<file path="src/rtl/ars_pkg.sv">
package ars_pkg;
    typedef enum logic [2:0] {
        S_NOTRDY   = 3'd0,
        S_FILTER   = 3'd1,
        S_DELAY    = 3'd2,
        S_RSTPULSE = 3'd3,
        S_RUN      = 3'd4
    } ars_state_e;
endpackage

</file>
<file path="src/rtl/ars_sync.sv">
module ars_sync #(
    parameter int STAGES = 2
) (
    input  logic clk,
    input  logic rst_n,
    input  logic d,
    output logic q
);
    logic [STAGES-1:0] chain;

    always_ff @(posedge clk or negedge rst_n) begin
        if (!rst_n) chain <= '0;
        else        chain <= {chain[STAGES-2:0], d};
    end

    assign q = chain[STAGES-1];
endmodule

</file>
<file path="src/rtl/ars_timer.sv">
module ars_timer #(
    parameter int CNT_W = 8
) (
    input  logic             clk,
    input  logic             rst_n,
    input  logic             load,
    input  logic [CNT_W-1:0] load_val,
    output logic             done
);
    logic [CNT_W-1:0] cnt;

    always_ff @(posedge clk or negedge rst_n) begin
        if (!rst_n)          cnt <= '0;
        else if (load)       cnt <= load_val;
        else if (cnt != '0)  cnt <= cnt - 1'b1;
    end

    assign done = (cnt == CNT_W'(1));


    timer_load_chk: assert property (@(posedge clk) disable iff (!rst_n)
        load |=> cnt == $past(load_val));

    timer_step_chk: assert property (@(posedge clk) disable iff (!rst_n)
        (!load && cnt != '0) |=> cnt == $past(cnt) - 1'b1);
endmodule

</file>
<file path="src/rtl/ata_ready_seq.sv">
module ata_ready_seq
    import ars_pkg::*;
#(
    parameter int CLK_HZ    = 50_000_000,
    parameter int FILTER_US = 25_000,
    parameter int DELAY_US  = 25_000,
    parameter int RESET_US  = 25,
    parameter int ATA_W     = 16
) (
    input  logic             clk,
    input  logic             rst_n,
    input  logic             dev_ready_raw,
    input  logic             ready_invert,
    input  logic             ata_enable,
    input  logic [ATA_W-1:0] core_out,
    output logic [ATA_W-1:0] ata_out,
    output logic             ata_oe,
    output logic             ata_reset_n,
    output logic             init_start,
    output logic             ata_run,
    output logic             ata_hold
);
    localparam int CYC_PER_US = CLK_HZ / 1_000_000;
    localparam int FILTER_CYC = CYC_PER_US * FILTER_US;
    localparam int DELAY_CYC  = CYC_PER_US * DELAY_US;
    localparam int RESET_CYC  = CYC_PER_US * RESET_US;
    localparam int MAX_FD     = (FILTER_CYC > DELAY_CYC) ? FILTER_CYC : DELAY_CYC;
    localparam int MAX_CYC    = (MAX_FD > RESET_CYC) ? MAX_FD : RESET_CYC;
    localparam int CNT_W      = $clog2(MAX_CYC + 1);

    ars_state_e       state, state_nx;
    logic             eff_raw, eff_sync;
    logic             tmr_load, tmr_done;
    logic [CNT_W-1:0] tmr_val;
    logic             run_q, rst_n_q, init_q;

    assign eff_raw = dev_ready_raw ^ ready_invert;

    ars_sync #(.STAGES(2)) u_sync (
        .clk   (clk),
        .rst_n (rst_n),
        .d     (eff_raw),
        .q     (eff_sync)
    );

    ars_timer #(.CNT_W(CNT_W)) u_timer (
        .clk      (clk),
        .rst_n    (rst_n),
        .load     (tmr_load),
        .load_val (tmr_val),
        .done     (tmr_done)
    );

    // next-state logic
    always_comb begin
        state_nx = state;
        if (!eff_raw) begin
            state_nx = S_NOTRDY;
        end else begin
            unique case (state)
                S_NOTRDY:   if (eff_sync) state_nx = S_FILTER;
                S_FILTER:   if (tmr_done) state_nx = S_DELAY;
                S_DELAY:    if (tmr_done) state_nx = S_RSTPULSE;
                S_RSTPULSE: if (tmr_done) state_nx = S_RUN;
                S_RUN:      state_nx = S_RUN;
                default:    state_nx = S_NOTRDY;
            endcase
        end
    end

    // interval counter load on entry to a timed state
    always_comb begin
        tmr_load = 1'b0;
        tmr_val  = '0;
        if (state_nx != state) begin
            unique case (state_nx)
                S_FILTER:   begin tmr_load = 1'b1; tmr_val = CNT_W'(FILTER_CYC); end
                S_DELAY:    begin tmr_load = 1'b1; tmr_val = CNT_W'(DELAY_CYC);  end
                S_RSTPULSE: begin tmr_load = 1'b1; tmr_val = CNT_W'(RESET_CYC);  end
                default:    begin tmr_load = 1'b0; tmr_val = '0; end
            endcase
        end
    end

    // state register
    always_ff @(posedge clk or negedge rst_n) begin
        if (!rst_n) state <= S_NOTRDY;
        else        state <= state_nx;
    end

    // registered outputs, aligned with the state register
    always_ff @(posedge clk or negedge rst_n) begin
        if (!rst_n) begin
            run_q   <= 1'b0;
            rst_n_q <= 1'b1;
            init_q  <= 1'b0;
        end else begin
            run_q   <= (state_nx == S_RUN);
            rst_n_q <= (state_nx != S_RSTPULSE);
            init_q  <= (state == S_RSTPULSE) && (state_nx == S_RUN);
        end
    end

    assign ata_run     = run_q;
    assign ata_reset_n = rst_n_q;
    assign init_start  = init_q;
    assign ata_hold    = !run_q;
    assign ata_oe      = ata_enable;
    assign ata_out     = (run_q && ata_enable) ? core_out : '0;


    drop_now_chk: assert property (@(posedge clk) disable iff (!rst_n)
        !eff_raw |=> (state == S_NOTRDY && !ata_run));

    filter_exit_chk: assert property (@(posedge clk) disable iff (!rst_n)
        (state == S_FILTER) |=> (state == S_FILTER || state == S_DELAY || state == S_NOTRDY));

    reset_source_chk: assert property (@(posedge clk) disable iff (!rst_n)
        $fell(ata_reset_n) |-> $past(state == S_DELAY));

    init_on_entry_chk: assert property (@(posedge clk) disable iff (!rst_n)
        $rose(ata_run) |-> init_start);

    init_single_chk: assert property (@(posedge clk) disable iff (!rst_n)
        init_start |=> !init_start);

    hold_gate_chk: assert property (@(posedge clk) disable iff (!rst_n)
        ata_hold |-> ata_out == '0);
endmodule

</file>
<file path="config.mk">
export PLATFORM = sky130hd
export DESIGN_NAME = ata_ready_seq
export DESIGN_NICKNAME = d
export VERILOG_FILES = /design/src/rtl/ars_pkg.sv /design/src/rtl/ars_sync.sv /design/src/rtl/ars_timer.sv /design/src/rtl/ata_ready_seq.sv
export SDC_FILE = /design/constraint.sdc
export NUM_CORES = 1
export LEC_CHECK = 0
export ABC_AREA = 0
export BUFFER_PORTS_ARGS = -buffer_cell sky130_fd_sc_hd__clkbuf_2
export CORE_UTILIZATION = 48
export CTS_CLUSTER_SIZE = 10
export DETAILED_ROUTE_END_ITERATION = 10
export PLACE_DENSITY = 0.83
export SLEW_MARGIN = 20
export SYNTH_ARGS = -nofsm -noshare
export SYNTH_HDL_FRONTEND = slang
export SYNTH_SLANG_ARGS = --single-unit
export TNS_END_PERCENT = 5
</file>
<file path="constraint.sdc">
create_clock -name clk -period 2.35 [get_ports clk]
set_clock_uncertainty 0.05 [all_clocks]
set_input_delay 0.3525 -clock clk [delete_from_list [all_inputs] [get_ports clk]]
set_output_delay 0.3525 -clock clk [all_outputs]
set_load 0.02 [all_outputs]
</file>
* Yosys cells after proc, flatten, opt, wreduce, memory -nomap -nowiden
Index checks and enable logic that the tools add are counted.
** Storage, ports and cells
- Flip-flop bits (word level) :: 29
- Latch bits :: 0
- Bits in writable memories :: 0
- ROM bits :: 0
- Input bits :: 21
- Output and inout bits :: 21
- Word-level logic and storage cells :: 40
- Memories kept :: 0
** Cells by class
- $add $sub $neg :: 1
- Multiply operators :: 0
- Div/mod/pow operators :: 0
- Order comparisons :: 0
- Equal/unequal tests :: 11
- Shift-type cells :: 0
- Multiplexer cells :: 13
- Bitwise gates (word level) :: 1
- Reduce and logical (&&, ||, !) cells :: 8
** Operator list (number)
- 21-bit 2-to-1 mux :: 3
- 21-bit case mux with 2 select lines :: 1
- 21-bit by 1-bit == test with 1-bit output, second input constant :: 1
- 21-bit nonzero test :: 1
- 21-bit by 1-bit subtractor with 21-bit output, second input constant :: 1
- 16-bit 2-to-1 mux :: 1
- 3-bit 2-to-1 mux :: 5
- 3-bit case mux with 5 select lines :: 1
- 3-bit by 2-bit == test with 1-bit output, second input constant :: 4
- 3-bit by 1-bit == test with 1-bit output, second input constant :: 2
- 3-bit == test, second input constant :: 2
- 3-bit logical NOT :: 1
- 3-bit by 2-bit != test with 1-bit output, second input constant :: 1
- 3-bit != test :: 1
- 3-bit OR reduction :: 1
- 1-bit logical AND :: 2
- 1-bit 2-to-1 mux :: 2
- 2-bit nonzero test :: 1
- 2-bit OR reduction :: 1
- 1-bit logical NOT :: 1
- 1-bit XOR :: 1

* Depth between registers and ports, before layout
- Word-level depth :: 9
- Gate-level depth with buffers :: 8
- Depth with buffers taken out :: 7

* By module
Synthesis repeated with hierarchy kept, for this count alone.
** Second synthesis, totals
- Cells, all modules :: 203
- Area total of the unflattened synthesis :: 1794.2 um^2
** Modules (own cells, without submodules)
- ars_timer :: instances 1, cells each 149, area each 1283.7 um^2, seq. area each 525.5 um^2
- ata_ready_seq :: instances 1, cells each 52, area each 460.4 um^2, seq. area each 151.4 um^2
- ars_sync :: instances 1, cells each 2, area each 50.0 um^2, seq. area each 50.0 um^2

* Least setup slack after synthesis
No wires, ideal clock.
- Kind :: register to register
- Start :: register u_timer.cnt[7]
- End :: register u_timer.cnt[1]
- Library setup time :: 0.126 ns
- Data arrival time :: 2.216 ns
- Required time :: 2.174 ns
- Setup slack :: -0.042 ns
- Stages on the path, launching flop included :: 6
- Path buffers :: 0
- Clock period less this slack :: 2.392 ns
- Cell sequence :: dfrtp_1 or4_4 nor4_1 nand4_1 a211o_1 o311a_1
** On the way
- Word-level cells in the longest chain between the ends :: 9
- Elaborated cells on any way between the ends :: 19
- Those cells by class :: eq/ne: 5; mux: 10; reduce/logical: 4
** Ends and longest elaborated chain
- start, declared :: line ars_timer.sv:10 : logic [CNT_W-1:0] cnt;
- start signal, assigned :: line ars_timer.sv:14 : else if (load) cnt <= load_val;
- start signal, assigned :: line ars_timer.sv:15 : else if (cnt != '0) cnt <= cnt - 1'b1;
- 21-bit by 1-bit == test with 1-bit output :: line ars_timer.sv:18 : assign done = (cnt == CNT_W'(1));
- 3-bit 2-to-1 mux (on tied branches) :: line ata_ready_seq.sv:64, ata_ready_seq.sv:62, ata_ready_seq.sv:63
- 3-bit case mux with 5 select lines :: line ata_ready_seq.sv:60 : unique case (state)
- 3-bit 2-to-1 mux :: line ata_ready_seq.sv:57 : if (!eff_raw) begin
- 3-bit by 2-bit == test with 1-bit output or 3-bit by 1-bit == test with 1-bit output (tied branches) :: line ata_ready_seq.sv:76 : unique case (state_nx)
- 2-bit OR reduction (no line) or 3-bit OR reduction (tied branches)
- 21-bit case mux with 2 select lines or 1-bit 2-to-1 mux (tied branches) :: line ata_ready_seq.sv:76
- 21-bit 2-to-1 mux or 1-bit 2-to-1 mux (tied branches) :: line ata_ready_seq.sv:75 : if (state_nx != state) begin
- 21-bit 2-to-1 mux or 2-bit nonzero test (tied branches)
Parallel ways exist; a longest one is shown, timed or not.
A chain may end at the register's enable or synchronous reset.

* Worst setup path after layout
- Start :: register u_timer.cnt[5]
- End :: register u_timer.cnt[15]
** On the way
- Word-level cells in the longest chain between the ends :: 9
- Elaborated cells on any way between the ends :: 19
- Those cells by class :: add/sub: 1; eq/ne: 5; mux: 10; reduce/logical: 3
** Ends and longest elaborated chain (line)
- 21-bit by 1-bit == test with 1-bit output :: ars_timer.sv:18
- 3-bit 2-to-1 mux (on tied branches) :: ata_ready_seq.sv:64, ata_ready_seq.sv:62, ata_ready_seq.sv:63
- 3-bit case mux with 5 select lines :: ata_ready_seq.sv:60
- 3-bit 2-to-1 mux :: ata_ready_seq.sv:57
- 3-bit by 2-bit == test with 1-bit output or 3-bit by 1-bit == test with 1-bit output (tied branches) :: ata_ready_seq.sv:76
- 3-bit OR reduction (no line)
- 1-bit 2-to-1 mux :: ata_ready_seq.sv:76
- 1-bit 2-to-1 mux :: ata_ready_seq.sv:75
- 21-bit 2-to-1 mux or 2-bit nonzero test (tied branches)
Parallel ways exist; a longest one is shown, timed or not. The select of a mux whose other input is x is not followed.

==> impl_metrics.csv <==
group,metric,value,unit
status,outcome,"finished, final reports clean",
logic_synthesis,yosys_most_used_dff,"sky130_fd_sc_hd__dfrtp_1",
detailed_routing,detail-route-antenna-nets,0,
timing,finalMaxSlewViolations,0,
worst_setup_path,critical_path.max_stage_delay,0.54,ns
timing,final_hold_viol_count,0,
clock_tree,ctsHtreeMaxLevel,2,
placement,port_buffers,41,
placement,place.detailed.hpwl,3.02,mm
detailed_routing,wl_per_cell,14.7,um
logic_synthesis,synth.top_cell.area_share,40.4,%
logic_synthesis,yosysSeqAreaShare,41.9,%
timing,finalCritPeriodShare,98.3,%
clock_tree,clk_root_buffer_cell,"sky130_fd_sc_hd__clkbuf_4",
cells_and_area,layout_common_cells,"sky130_fd_sc_hd__clkbuf_2, sky130_fd_sc_hd__dfrtp_1, sky130_fd_sc_hd__buf_4",
floorplan,dieHeight,62.1,um
grt,number_of_antenna_violations_at_the_first_check_in_global_routing,0,
clock_tree,clock_tree.buffer_depth,2,
detailed_routing,drt-initial-drc-count,145,
detailed_routing,drt_drc_violations_left,0,
timing,slew_headroom,53.2,%
worst_setup_path,worst-r2r-setup-slack,0.04,ns
timing,post-route-min-period,2.31,ns
worst_setup_path,cp.arrival,2.53,ns
floorplan,die_area,3850,um2
clock_tree,cts_sinks,29,
worst_setup_path,worstSetupEndpointType,"register",
worst_setup_path,critical_path.max_fanout,2,
cells_and_area,drive_above_1_share,38.2,%
logic_synthesis,synth_cell_types,43,
logic_synthesis,synth_seq_cells,29,
logic_synthesis,synth.area.top_cells,"sky130_fd_sc_hd__dfrtp_1, sky130_fd_sc_hd__and3_1, sky130_fd_sc_hd__o31ai_1",
floorplan,io_pins,42,
power_and_ir_drop,ir_worst_vdd,407,uV
worst_setup_path,critical_path_required,2.57,ns
logic_synthesis,library_cell_with_the_largest_summed_area_after_synthesis,"sky130_fd_sc_hd__dfrtp_1",
worst_setup_path,crit_path_top_delay_cell,"sky130_fd_sc_hd__or4_4",
detailed_routing,vias_per_cell,5.70,
grt,grtUsageTotal,22.2,%
floorplan,design.core.area,3390,um2
timing,timing.setup.tns,0,ns
logic_synthesis,yosys_warnings,0,
timing,final-setup-viol-count,0,
cells_and_area,area_growth,28.2,%
placement,finalWeightedCongestion,0.992,
clock_tree,cts_hold_buf,0,
cells_and_area,antennaDiodeCount,0,
flow_run,max_cap_violations,0,
power_and_ir_drop,power_density,743,nW/um2
worst_setup_path,cp-start-kind,"register",
logic_synthesis,syn-instance-count,184,
cells_and_area,postLayoutCellArea,2220,um2
detailed_routing,routed-via-count,1636,
grt,number_of_global_route_vias_before_repair,1460,
logic_synthesis,synth_nets,208,
timing,fmaxAchievable,0.433,GHz
timing,rsz0062_at_grt,"yes",
clock_tree,cts-buffers-inserted,5,
grt,grt_pass1_wl,6.16,mm
logic_synthesis,number_of_synthesized_flops_with_an_enable_pin,0,
worst_setup_path,worstPathCellList,"or4_4 -> or3_4 -> or4b_4 -> or3_1 -> a21oi_1",
floorplan,initial_utilization,51.1,%
logic_synthesis,synth_async_sr_flop_share,100,%
clock_tree,clk_transition_reported_paths,0.09,ns
logic_synthesis,post_synth.cell_area_avg,9.42,um2
min_path,hold_path_class,"in2async",
placement,placement.cell_area,2090,um2
worst_setup_path,r2r_cells,5,
floorplan,row_count,21,
detailed_routing,detail_route.wirelength,4.22,mm
worst_setup_path,reg2reg_to,"u_timer.cnt[15]$_DFFE_PN0P_",
floorplan,fp.dieW,62.1,um
logic_synthesis,syn-cell-area,1730,um2
grt,global_route.overflow_total,0,
grt,grt_start_max_net_pins,30,
clock_tree,cts_tree,"done",
worst_setup_path,regToRegStartpoint,"u_timer.cnt[5]$_DFFE_PN0P_",
clock_tree,clock_latency,0.33,ns
cells_and_area,final_nets,265,
cells_and_area,layout.cells.most_common,"sky130_fd_sc_hd__clkbuf_2",
detailed_routing,detail_route.first_pass.iterations,4,
power_and_ir_drop,power_leakage,1.02,nW
timing,max_slew.worst_pin.slew,0.702,ns
worst_setup_path,critical_path_class,"reg2reg",
==> critical path, delay by kind of cell, from the launching register on <==
family | cells | cell delay, ns
compound gates | 1 | 0.12
flops | 1 | 0.39
simple gates | 4 | 1.67
==> worst max path at each step <==
stage | startpoint | end | slack [ns] | depth (start not counted)
6_report | u_timer.cnt[5]$_DFFE_PN0P_ | u_timer.cnt[15]$_DFFE_PN0P_ | 0.04 | 5
5_1_grt | u_timer.cnt[5]$_DFFE_PN0P_ | u_timer.cnt[15]$_DFFE_PN0P_ | -0.02 | 5
4_1_cts | u_timer.cnt[6]$_DFFE_PN0P_ | u_timer.cnt[18]$_DFFE_PN0P_ | 0.003 | 4
3_5_place_dp | u_timer.cnt[9]$_DFFE_PN0P_ | u_timer.cnt[15]$_DFFE_PN0P_ | -0.002 | 5
3_3_place_gp | u_timer.cnt[9]$_DFFE_PN0P_ | u_timer.cnt[15]$_DFFE_PN0P_ | 0.03 | 5
2_1_floorplan | u_timer.cnt[5]$_DFFE_PN0P_ | u_timer.cnt[15]$_DFFE_PN0P_ | -0.04 | 6
==> cell type report <==
cell class                 count  area, um2
tap                           46       57.6
timing repair buffer          63        374
inverter                       4       15.0
multi-input combinational    138        993
clock buffer                   7       55.1
fill                         255       1170
sequential                    29        727
==> registers in the layout, summed over array words and instances (netlist names) <==
register	flops
init_start	1
u_timer.cnt	21
ata_reset_n	1
state	3
u_sync.chain	2
ata_run	1
==> through the flow <==
stage                     std cells  worst slack [ns]  total power [mW]  hold WS (ns)  util [%]
final                           287            0.0410              1.65       0.00310      65.6
after global placement          278            0.0310              1.27         0.286      61.6
after floorplan                 184           -0.0397              1.06       0.00691         -
after detailed placement        278          -0.00216              1.28         0.286      61.6
after global routing            287           -0.0193              1.75        0.0556      65.6
after CTS                       287           0.00299              1.60        0.0201      63.8
==> metal layers <==
layer / part of all wire [%] / global-route usage [%] / vias up / wire, um
li1: - / - / 798 / -
met1: 45 / 27.1 / 793 / 1900
met2: 49 / 36.6 / 36 / 2070
met3: 3.7 / 6.21 / 9 / 158
met4: 2.1 / 9.52 / 0 / 90
met5: 0 / 0 / - / 0
==> cells by family (layout without fill, tap and decap cells) <==
logic type      after synthesis  count (layout)  share of synthesized area, %
compound gates               38              38                          14.7
xor+xnor                     11              11                          5.56
fa+ha+maj                     3               3                          2.17
buf+inv                      17              74                          4.55
flops                        29              29                          41.9
simple gates                 86              86                          31.0
==> power breakdown <==
part | switching, mW | leakage, nW | internal (mW)
logic | 0.319 | 0.624 | 0.314
registers | 0.113 | 0.364 | 0.597
clock network | 0.166 | 0.0314 | 0.141
==> cell usage after synthesis, types with 5 or more instances <==
| cell | n |
|---|---|
| sky130_fd_sc_hd__dfrtp_1 | 28 |
| sky130_fd_sc_hd__xnor2_1 | 7 |
| sky130_fd_sc_hd__nor4_1 | 6 |
| sky130_fd_sc_hd__nor2_1 | 7 |
| sky130_fd_sc_hd__or4_1 | 7 |
| sky130_fd_sc_hd__or3_1 | 9 |
| sky130_fd_sc_hd__and3_1 | 18 |
| sky130_fd_sc_hd__or2_2 | 7 |
| sky130_fd_sc_hd__nand2_1 | 5 |
| sky130_fd_sc_hd__buf_2 | 5 |
| sky130_fd_sc_hd__a21oi_1 | 11 |
| sky130_fd_sc_hd__o21ai_0 | 5 |
| sky130_fd_sc_hd__o31ai_1 | 10 |
==> what timing repair did <==
action                     in CTS  in global routing
pin swaps                       1                  3
buffers inserted                2                  0
resized for setup               1                 14
setup endpoints to repair       3                 22
No activity file was read; power rests on OpenSTA's default activity.
